`src/rtl/ws_pkg.sv`:
```
package ws_pkg;

    parameter int WS_W       = 3;
    parameter int NUM_SPACES = 3;
    parameter int CFG_W      = WS_W * NUM_SPACES;
    parameter int SPACE_W    = 2;
    parameter logic [WS_W-1:0] RESET_WS = '1;

    typedef enum logic [SPACE_W-1:0] {
        SP_PROG = 2'd0,
        SP_DATA = 2'd1,
        SP_IO   = 2'd2,
        SP_ALT  = 2'd3
    } space_e;

    typedef struct packed {
        logic   write;
        logic   internal;
        space_e space;
    } acc_req_t;

    typedef struct packed {
        logic            busy;
        logic [WS_W-1:0] cnt;
    } seq_state_t;

    // Field index used for a space code; the spare code maps to data.
    function automatic int unsigned field_index(input space_e sp);
        case (sp)
            SP_PROG: return 0;
            SP_DATA: return 1;
            SP_IO:   return 2;
            default: return 1;
        endcase
    endfunction

    // Writes need at least one wait cycle to turn the bus around.
    function automatic logic [WS_W-1:0] effective_wait(input logic [WS_W-1:0] n,
                                                        input logic write);
        if (write && (n == '0))
            return {{(WS_W-1){1'b0}}, 1'b1};
        return n;
    endfunction

endpackage

```
`src/rtl/ws_cfg_reg.sv`:
```
module ws_cfg_reg
    import ws_pkg::*;
#(
    parameter int FIELD_W = WS_W,
    parameter int FIELDS  = NUM_SPACES,
    parameter logic [FIELD_W-1:0] FIELD_RST = RESET_WS
) (
    input  logic                      clk,
    input  logic                      rst,
    input  logic                      we,
    input  logic [FIELD_W*FIELDS-1:0] wdata,
    output logic [FIELD_W*FIELDS-1:0] q
);

    localparam int TOTAL_W = FIELD_W * FIELDS;
    localparam logic [TOTAL_W-1:0] RESET_VAL = {FIELDS{FIELD_RST}};

    for (genvar f = 0; f < FIELDS; f++) begin : g_field
        logic [FIELD_W-1:0] field_q;
        always_ff @(posedge clk) begin
            if (rst)
                field_q <= FIELD_RST;
            else if (we)
                field_q <= wdata[f*FIELD_W +: FIELD_W];
        end
        assign q[f*FIELD_W +: FIELD_W] = field_q;
    end

    // every field returns to the slowest setting after reset
    assert_cfg_reset_R1: assert property (@(posedge clk) rst |=> (q == RESET_VAL));

    // without a write strobe the register keeps its value
    assert_cfg_stable_R10: assert property (@(posedge clk) disable iff (rst)
        !we |=> $stable(q));

    // a write is visible one cycle later
    assert_cfg_write_R10: assert property (@(posedge clk) disable iff (rst)
        we |=> (q == $past(wdata)));

endmodule

```
`src/rtl/ws_space_mux.sv`:
```
module ws_space_mux
    import ws_pkg::*;
#(
    parameter int FIELD_W = WS_W,
    parameter int FIELDS  = NUM_SPACES
) (
    input  logic [FIELD_W*FIELDS-1:0] cfg,
    input  space_e                    space,
    output logic [FIELD_W-1:0]        wait_n
);

    logic [FIELD_W-1:0] fields [FIELDS];

    for (genvar f = 0; f < FIELDS; f++) begin : g_split
        assign fields[f] = cfg[f*FIELD_W +: FIELD_W];
    end

    always_comb begin
        wait_n = '0;
        for (int f = 0; f < FIELDS; f++) begin
            if (field_index(space) == f)
                wait_n = fields[f];
        end
    end

endmodule

```
`src/rtl/ws_sequencer.sv`:
```
module ws_sequencer
    import ws_pkg::*;
#(
    parameter int CNT_W = WS_W
) (
    input  logic             clk,
    input  logic             rst,
    input  logic             start,
    input  acc_req_t         req,
    input  logic [CNT_W-1:0] wait_n,
    input  logic             ready,
    output logic             hold,
    output logic             done
);

    seq_state_t st_q, st_d;
    logic       first;
    logic       active;
    logic [CNT_W-1:0] eff_n;

    assign first  = start && !st_q.busy;
    assign active = start || st_q.busy;
    assign eff_n  = effective_wait(wait_n, req.write);

    always_comb begin
        st_d = st_q;
        done = 1'b0;
        if (st_q.busy) begin
            if (st_q.cnt != '0) begin
                st_d.cnt = st_q.cnt - 1'b1;
            end else if (ready) begin
                done      = 1'b1;
                st_d.busy = 1'b0;
            end
        end else if (start) begin
            if (req.internal) begin
                done = 1'b1;
            end else if (eff_n == '0) begin
                if (ready) begin
                    done = 1'b1;
                end else begin
                    st_d.busy = 1'b1;
                    st_d.cnt  = '0;
                end
            end else begin
                st_d.busy = 1'b1;
                st_d.cnt  = eff_n - 1'b1;
            end
        end
    end

    assign hold = active && !done;

    always_ff @(posedge clk) begin
        if (rst) begin
            st_q.busy <= 1'b0;
            st_q.cnt  <= '0;
        end else begin
            st_q <= st_d;
        end
    end

    // while programmed waits remain, completion is impossible
    assert_wait_blocks_done_R5: assert property (@(posedge clk) disable iff (rst)
        (st_q.busy && st_q.cnt != '0) |-> !done);

    // each wait cycle advances the count by exactly one
    assert_count_step_R2: assert property (@(posedge clk) disable iff (rst)
        (st_q.busy && st_q.cnt != '0) |=> (st_q.busy && st_q.cnt == $past(st_q.cnt) - 1'b1));

    // an external write never completes in its start cycle
    assert_write_min_R3: assert property (@(posedge clk) disable iff (rst)
        (first && !req.internal && req.write) |-> !done);

    // a low ready after expiry keeps the access open
    assert_ready_stretch_R4: assert property (@(posedge clk) disable iff (rst)
        (st_q.busy && st_q.cnt == '0 && !ready) |=> (st_q.busy && st_q.cnt == '0));

    // internal accesses finish in their start cycle
    assert_internal_done_R6: assert property (@(posedge clk) disable iff (rst)
        (first && req.internal) |-> done);

    // nothing of the access remains after its completion
    assert_done_closes_R8: assert property (@(posedge clk) disable iff (rst)
        done |=> !st_q.busy);

    // a start request during an open access does not end it
    assert_start_ignored_R9: assert property (@(posedge clk) disable iff (rst)
        (st_q.busy && start && !done) |=> st_q.busy);

endmodule

```
`src/rtl/ws_gen.sv`:
```
module ws_gen
    import ws_pkg::*;
(
    input  logic               clk,
    input  logic               rst,
    input  logic               cfg_we,
    input  logic [CFG_W-1:0]   cfg_wdata,
    output logic [CFG_W-1:0]   cfg_q,
    input  logic               cyc_start,
    input  logic               cyc_write,
    input  logic               cyc_internal,
    input  logic [SPACE_W-1:0] cyc_space,
    input  logic               ready_in,
    output logic               hold,
    output logic               done
);

    acc_req_t        req;
    logic [WS_W-1:0] wait_n;

    assign req.write    = cyc_write;
    assign req.internal = cyc_internal;
    assign req.space    = space_e'(cyc_space);

    ws_cfg_reg #(
        .FIELD_W  (WS_W),
        .FIELDS   (NUM_SPACES),
        .FIELD_RST(RESET_WS)
    ) i_cfg (
        .clk  (clk),
        .rst  (rst),
        .we   (cfg_we),
        .wdata(cfg_wdata),
        .q    (cfg_q)
    );

    ws_space_mux #(
        .FIELD_W(WS_W),
        .FIELDS (NUM_SPACES)
    ) i_mux (
        .cfg   (cfg_q),
        .space (req.space),
        .wait_n(wait_n)
    );

    ws_sequencer #(
        .CNT_W(WS_W)
    ) i_seq (
        .clk   (clk),
        .rst   (rst),
        .start (cyc_start),
        .req   (req),
        .wait_n(wait_n),
        .ready (ready_in),
        .hold  (hold),
        .done  (done)
    );

    // the hold and completion outputs are mutually exclusive
    assert_hold_done_excl_R8: assert property (@(posedge clk) disable iff (rst)
        !(hold && done));

endmodule

```
`config.mk`:
```
export PLATFORM = sky130hd
export DESIGN_NAME = ws_gen
export DESIGN_NICKNAME = d
export VERILOG_FILES = /design/src/rtl/ws_pkg.sv /design/src/rtl/ws_cfg_reg.sv /design/src/rtl/ws_space_mux.sv /design/src/rtl/ws_sequencer.sv /design/src/rtl/ws_gen.sv
export SDC_FILE = /design/constraint.sdc
export NUM_CORES = 1
export LEC_CHECK = 0
export BUFFER_PORTS_ARGS = -buffer_cell sky130_fd_sc_hd__buf_2
export CAP_MARGIN = 0
export CORE_AREA = 2 2 43 45
export CTS_CLUSTER_DIAMETER = 60
export DETAILED_ROUTE_END_ITERATION = 10
export DIE_AREA = 0 0 45 47
export PLACE_DENSITY = 0.74
export SYNTH_ARGS = -nofsm -noshare
export SYNTH_HDL_FRONTEND = slang
export SYNTH_SLANG_ARGS = --single-unit
```
`constraint.sdc`:
```
create_clock -name clk -period 2.4 [get_ports clk]
set_input_delay 0.12 -clock clk [delete_from_list [all_inputs] [get_ports clk]]
set_output_delay 0.12 -clock clk [all_outputs]
set_load 0.01 [all_outputs]
```
==> results_tabular.tex, run 1 <==
\begin{tabular}{lr}
\hline
Metric & Value \\
\hline
\multicolumn{2}{l}{\textbf{Run status}} \\
Result of the run & completed \\
\multicolumn{2}{l}{\textbf{STA}} \\
Max Transition Viols Final & 0 \\
Final setup violation count & 0 \\
Final Skew & 0.002797 ns \\
Final worst path period need & 2.210 ns \\
Final setup TNS & 0 ns \\
Max Clock Freq & 452.6 MHz \\
Max-slew headroom & 80.45\% \\
Final Cycle Share & 92.07\% \\
Unrepaired setup endpoints after global routing & no \\
Final Hold Viols & 0 \\
Slew at the pin closest to its max-slew limit & 0.2933 ns \\
\multicolumn{2}{l}{\textbf{Clock network}} \\
CTS buffer count & 3 \\
CTS Root Cell & clkbuf\_4 \\
Worst-path clk slew & 0.08 ns \\
Number of hold buffers added after cts & 0 \\
\# H-tree levels & 1 \\
Clock sink count & 13 \\
TritonCTS clock tree & done \\
Clock latency of the later-clocked register in the worst-skew pair & 0.28 ns \\
Clock Tree Buf Depth & 2 \\
\multicolumn{2}{l}{\textbf{Finish}} \\
Post-route cell area & 930.9 um2 \\
Number of nets in the final layout & 131 \\
Most frequent cells in the layout & 28 x buf\_2, 13 x dfxtp\_1, 10 x nor2b\_1 \\
Ant diodes & 0 \\
Commonest non-fill, non-tap cell in the layout & buf\_2 \\
Fraction of final layout cells sized beyond drive strength 1 & 37.96\% \\
Filler cell count & 163 \\
Layout area overhead & 27.18\% \\
\multicolumn{2}{l}{\textbf{Global route}} \\
Pin count of the biggest net entering global routing & 19 \\
Final global-route overflow total & 0 \\
Via count of the first global-routing pass & 587 \\
Number of antenna violations at the first check in global routing & 0 \\
Total global routing track utilization & 16.75\% \\
First-pass GRT wire length & 2470 um \\
\multicolumn{2}{l}{\textbf{Floorplanning}} \\
Die H & 47 um \\
Cell row count & 15 \\
Number of top-level pins & 29 \\
Starting utilization of the core area & 44.32\% \\
Die outline area & 2115 um2 \\
Standard cell core area & 1652 um2 \\
Die Wd & 45 um \\
\multicolumn{2}{l}{\textbf{Power}} \\
Seq pwr share & 47.1\% \\
Switching Power & 154.5 uW \\
Switching share of total power & 29.75\% \\
Worst vdd ir & 0.3075 mV \\
Internal portion of total power & 364.7 uW \\
Proportion of power drawn by combinational gates & 26.1\% \\
Power after layout & 519.2 uW \\
Leakage power total & 0.4030 nW \\
Clock power frac & 26.8\% \\
Power density over the cells & 557.8 nW/um2 \\
\multicolumn{2}{l}{\textbf{Yosys}} \\
Post-synthesis instance area & 732.0 um2 \\
Synthesis-stage register bit count & 13 \\
Mapped Avg Cell Area & 9.631 um2 \\
Count of yosys warnings during synthesis & 0 \\
Number of library cell types mapped by synthesis & 29 \\
Post-synthesis net count & 98 \\
Instance count of the mapped netlist & 76 \\
Proportion of synthesized chip area in sequential cells & 35.56\% \\
\multicolumn{2}{l}{\textbf{Worst setup path}} \\
Worst EP required & 2.28 ns \\
Setup crit end kind & output pin \\
Worst Reg-to-Reg Cells & 9 \\
Nature of the critical path startpoint & register \\
Largest driver fanout on the critical path & 4 \\
Start-to-end type of the worst setup path & register to output pin \\
Arrival time of the worst setup path & 2.09 ns \\
\multicolumn{2}{l}{\textbf{Min path}} \\
Number of cells on the worst hold path & 2 \\
Type of the most critical hold path & primary input to register \\
\multicolumn{2}{l}{\textbf{Placement}} \\
Placement Cell Area & 885.9 um2 \\
I/O Buffers & 28 \\
Half-perimeter wire length after detailed placement & 1169 um \\
RD Place Congestion & 0.8054 \\
\multicolumn{2}{l}{\textbf{Route}} \\
Count of TritonRoute iterations in the first routing pass & 4 \\
Residual DRC count & 0 \\
Routed wire length per instance & 12.37 um \\
Via/cell ratio & 5.368 \\
Total detailed-routing wirelength & 1546 um \\
Detailed-route via count & 671 \\
Number of nets with antenna violations after routing & 0 \\
Number of DRC violations after detailed-routing iteration 0 & 6 \\
\multicolumn{2}{l}{\textbf{Flow run}} \\
Max-Cap Viols & 0 \\
\hline
\end{tabular}
==> metrics by stage <==
step | setup slack [ns] | std cells | hold WS (ns) | utilization (%)
after global routing | 0.009970 | 125 | 0.02623 | 56.36
after detailed placement | 0.3015 | 119 | 0.3300 | 53.64
after CTS | 0.01233 | 123 | 0.03295 | 55.23
after global placement | 0.3886 | 119 | 0.3255 | 53.64
final | 0.1903 | 125 | 0.03688 | 56.36
after floorplan | 0.3585 | 76 | 0.1916 | -
==> repair_timing <==
action / 4_1_cts / 5_1_grt
pin swaps: 1 / 1
endpoints found under the setup margin: 1 / 1
gates resized for setup: 0 / 1
endpoints found under the hold margin: 0 / 0
setup buffers: 0 / 2
==> flip-flops by register name, summed over array words and instances, names as in the netlist <==
| name | cells |
|---|---|
| i_cfg.g_field.field_q | 9 |
| i_seq.st_q | 4 |
==> final timing paths <==
kind                                                  from  slack, ns                                  endpoint
setup / recovery  i_cfg.g_field[0].field_q[1]$_SDFFE_PP1P_       0.19                                      hold
hold / removal                                cfg_wdata[1]       0.04  i_cfg.g_field[0].field_q[1]$_SDFFE_PP1P_
setup reg to reg  i_cfg.g_field[0].field_q[2]$_SDFFE_PP1P_       0.36                i_seq.st_q[1]$_SDFFE_PP0P_
hold reg to reg                 i_seq.st_q[2]$_SDFFE_PP0P_       0.49                i_seq.st_q[2]$_SDFFE_PP0P_
==> metal layers <==
layer	global-route usage, %	wire, um	vias up
met5	0	0	-
met3	3.846	107	4
met2	25.14	705	22
met4	13.53	38	0
li1	-	-	344
met1	20.56	694	301
==> power groups by stage <==
stage	Combinational [mW]	Clock [mW]	Sequential, mW
floorplan	0.0788	0	0.253
global placement	0.126	0	0.249
detailed placement	0.129	0	0.250
CTS	0.130	0.144	0.245
global route	0.151	0.159	0.247
finish	0.136	0.139	0.244
==> worst max-delay path, cell delays in order, from the launching register on <==
cell	delay, ns
dfxtp_1	0.33
mux2_2	0.27
mux2i_2	0.21
nand2_1	0.10
a21oi_1	0.14
ha_1	0.21
nand2_1	0.07
a22oi_2	0.19
o21ai_0	0.13
buf_2	0.16
==> logic make-up (layout without fill, tap and decap cells) <==
| group | after synthesis | count (layout) | share of synthesized area, % |
|---|---|---|---|
| AOI/OAI and AO/OA | 26 | 26 | 28.04 |
| DFF | 13 | 13 | 35.56 |
| buffers and inverters | 6 | 38 | 3.075 |
| and+or+nand+nor | 22 | 22 | 17.61 |
| adders and majority gates | 4 | 4 | 6.838 |
| muxes | 5 | 5 | 8.889 |
==> cell type report <==
cell class              count  area, um2  area share, %
flip-flops and latches     13      260.3          27.96
well taps                  17      21.27          2.285
multi-input cells          57      452.9          48.66
repair buffers             30      155.1          16.67
inverters                   4      15.01          1.613
clock buffers               4      26.28          2.823
==> cells in the mapped netlist <==
library cell,n,area (um2)
inv_1,4,15.01
a22oi_2,1,12.51
nor2b_1,10,62.56
a21oi_1,5,25.02
a21o_1,1,7.510
o31a_1,1,8.760
mux2i_1,2,20.02
o21a_1,1,7.510
nor2_1,1,3.750
mux2_2,2,22.52
nand3b_1,1,7.510
o22ai_1,1,6.260
a221oi_2,1,15.01
o21ai_0,2,10.01
clkbuf_1,1,3.750
nor4_1,1,6.260
dfxtp_1,13,260.3
nand2_1,6,22.52
a21o_2,1,8.760
mux2i_4,1,22.52
o21bai_1,1,7.510
a211o_1,9,78.83
ha_1,4,50.05
nor3b_2,1,12.51
nand2b_1,1,6.260
buf_1,1,3.750
o211ai_1,1,7.510
nor3b_1,1,7.510
a311o_1,1,10.01
Power figures use the tool's default switching activity.
==> run 2, diff against run 1 <==
--- a/config.mk
+++ b/config.mk
@@ -11,7 +11,7 @@
 export CTS_CLUSTER_DIAMETER = 60
 export DETAILED_ROUTE_END_ITERATION = 10
 export DIE_AREA = 0 0 45 47
-export PLACE_DENSITY = 0.74
+export PLACE_DENSITY = 0.81
 export SYNTH_ARGS = -nofsm -noshare
 export SYNTH_HDL_FRONTEND = slang
 export SYNTH_SLANG_ARGS = --single-unit
==> run 2 against run 1 <==
Maximum frequency is 1.5% lower. Design area up 0.54%. Die area did not move. Sequential power about the same. Critical path type unchanged. Largest cell class unchanged.
==> results_tabular.tex, run 2 (synthesis gave the netlist of run 1 again) <==
\begin{tabular}{lr}
\hline
Metric & Value \\
\hline
\multicolumn{2}{l}{\textbf{Route}} \\
Via/cell ratio & 5.234 \\
Count of TritonRoute iterations in the first routing pass & 4 \\
Residual DRC count & 0 \\
Detailed-route via count & 649 \\
Total detailed-routing wirelength & 1486 um \\
Number of nets with antenna violations after routing & 0 \\
Number of DRC violations after detailed-routing iteration 0 & 4 \\
Routed wire length per instance & 11.98 um \\
\multicolumn{2}{l}{\textbf{Finish}} \\
Layout area overhead & 27.86\% \\
Number of nets in the final layout & 130 \\
Biggest register & i\_cfg.g\_field.field\_q \\
Fraction of final layout cells sized beyond drive strength 1 & 39.25\% \\
Ant diodes & 0 \\
Most frequent cells in the layout & 28 x buf\_2, 13 x dfxtp\_1, 10 x nor2b\_1 \\
Count of placed standard cells in the final layout, fillers left out & 124 \\
Biggest regs & i\_cfg.g\_field.field\_q x9, i\_seq.st\_q x4 \\
Flip-flop count of the largest register, all copies and words added & 9 \\
Commonest non-fill, non-tap cell in the layout & buf\_2 \\
\multicolumn{2}{l}{\textbf{Worst setup path}} \\
Largest driver fanout on the critical path & 5 \\
Start-to-end type of the worst setup path & register to output pin \\
Slowest-stage cell, CP & dfxtp\_1 \\
Chain of cells forming the critical path & mux2\_2, mux2i\_4, nand2\_1, a21oi\_1, ha\_2, nand2\_1, a22oi\_2, o21ai\_1, buf\_2 \\
Setup crit end kind & output pin \\
Most repeated library cell on the critical path & nand2\_1 \\
Arrival time of the worst setup path & 2.12 ns \\
Nature of the critical path startpoint & register \\
Worst path bufs/invs & 1 \\
Largest stage delay on the critical path & 0.33 ns \\
Top Family by Delay on Critical Path & compound AO/OA/AOI/OAI gates \\
Worst EP required & 2.28 ns \\
\multicolumn{2}{l}{\textbf{Global route}} \\
GR Layer Usage met3 & 5.385\% \\
Via count of the first global-routing pass & 575 \\
Number of antenna violations at the first check in global routing & 0 \\
Pin count of the biggest net entering global routing & 19 \\
GR Layer Usage met1 & 18.14\% \\
First-pass GRT wire length & 2339 um \\
Most Crowded Layer GR & met2 \\
Met2 Use GR & 25.14\% \\
Total global routing track utilization & 15.36\% \\
Final global-route overflow total & 0 \\
\multicolumn{2}{l}{\textbf{STA}} \\
Max Transition Viols Final & 0 \\
Slew at the pin closest to its max-slew limit & 0.2899 ns \\
Max-slew headroom & 80.67\% \\
Max Clock Freq & 445.6 MHz \\
Final setup violation count & 0 \\
Final Cycle Share & 93.51\% \\
Final Hold Viols & 0 \\
Final Skew & 0.008303 ns \\
Final worst path period need & 2.244 ns \\
Hold Slack & 0.04691 ns \\
\multicolumn{2}{l}{\textbf{Power}} \\
Switching Power & 147.9 uW \\
Clock power frac & 25.2\% \\
Leakage power total & 0.3998 nW \\
Internal portion of total power & 361.5 uW \\
Seq pwr share & 48.0\% \\
Power after layout & 509.5 uW \\
Switching share of total power & 29.04\% \\
Worst vdd ir & 0.4549 mV \\
Proportion of power drawn by combinational gates & 26.8\% \\
Power density over the cells & 544.4 nW/um2 \\
\multicolumn{2}{l}{\textbf{Placement}} \\
Cell count after placement & 119 \\
I/O Buffers & 28 \\
RD Place Congestion & 0.7555 \\
Half-perimeter wire length after detailed placement & 1184 um \\
\multicolumn{2}{l}{\textbf{Clock network}} \\
CTS Root Cell & clkbuf\_4 \\
Worst-path clk slew & 0.08 ns \\
TritonCTS clock tree & done \\
Number of hold buffers added after cts & 0 \\
CTS buffer count & 3 \\
\# H-tree levels & 1 \\
Clock latency of the later-clocked register in the worst-skew pair & 0.27 ns \\
Clock sink count & 13 \\
Clock Tree Buf Depth & 2 \\
\multicolumn{2}{l}{\textbf{Floorplanning}} \\
Die Wd & 45 um \\
Die outline area & 2115 um2 \\
Standard cell core area & 1652 um2 \\
Cell row count & 15 \\
Starting utilization of the core area & 44.32\% \\
Die H & 47 um \\
Number of top-level pins & 29 \\
\multicolumn{2}{l}{\textbf{Flow run}} \\
Max-Cap Viols & 0 \\
\multicolumn{2}{l}{\textbf{Min path}} \\
Type of the most critical hold path & primary input to register \\
\multicolumn{2}{l}{\textbf{Run status}} \\
Result of the run & completed \\
\hline
\end{tabular}
[run 2: timing repair]
item / in CTS / in global routing
setup buffers: 0 / 1
resized for setup: 0 / 4
endpoints found under the setup margin: 1 / 1
pin swaps: 1 / 1
[run 2: per-layer routing]
layer	vias to the layer above	share of wire, %
li1	340	-
met2	21	48
met1	286	44
met3	2	7.1
met5	-	0
met4	0	1.1
[run 2: area by class of cell]
cell class              count  area, um2
multi-input cells          57      464.2
flip-flops and latches     13      260.3
clock buffers               3      22.52
repair buffers             29      147.6
inverters                   4      15.01
fillers                   158      715.7
well taps                  17      21.27
clock inverters             1      5.005
[run 2: power groups by stage]
stage / Clock, mW / Combinational (mW) / Sequential, mW
after global placement: 0 / 0.125 / 0.249
after detailed placement: 0 / 0.130 / 0.250
after CTS: 0.134 / 0.131 / 0.245
after floorplan: 0 / 0.0788 / 0.253
after global routing: 0.149 / 0.153 / 0.247
final: 0.128 / 0.137 / 0.245
[run 2: final timing paths]
check / cells past startpoint / endpoint / slack (ns) / start
hold / removal: 2 / i_cfg.g_field[0].field_q[1]$_SDFFE_PP1P_ / 0.05 / cfg_wdata[1]
setup / recovery: 9 / hold / 0.16 / i_cfg.g_field[0].field_q[1]$_SDFFE_PP1P_
setup reg to reg: 10 / i_seq.st_q[1]$_SDFFE_PP0P_ / 0.36 / i_cfg.g_field[0].field_q[1]$_SDFFE_PP1P_
hold reg to reg: 2 / i_seq.st_q[2]$_SDFFE_PP0P_ / 0.50 / i_seq.st_q[2]$_SDFFE_PP0P_
[run 2: through the flow]
step	setup TNS, ns	setup slack, ns	utilization, %	instance area [um2]
after floorplan	0	0.3585	-	732.0
after global placement	0	0.3910	53.64	885.9
after detailed placement	0	0.2973	53.64	885.9
after CTS	0	0.01412	55.30	913.4
after global routing	-0.01370	-0.01370	56.67	935.9
final	0	0.1558	56.67	935.9
[run 2: worst reg2reg max path: stages (launching register included)]
cell      delay [ns]
dfxtp_1         0.33
mux2_2          0.28
mux2i_4         0.18
nand2_1         0.09
a21oi_1         0.15
ha_2            0.22
nand2_1         0.06
a22oi_2         0.26
buf_4           0.18
o21bai_1        0.11
o31a_1          0.14
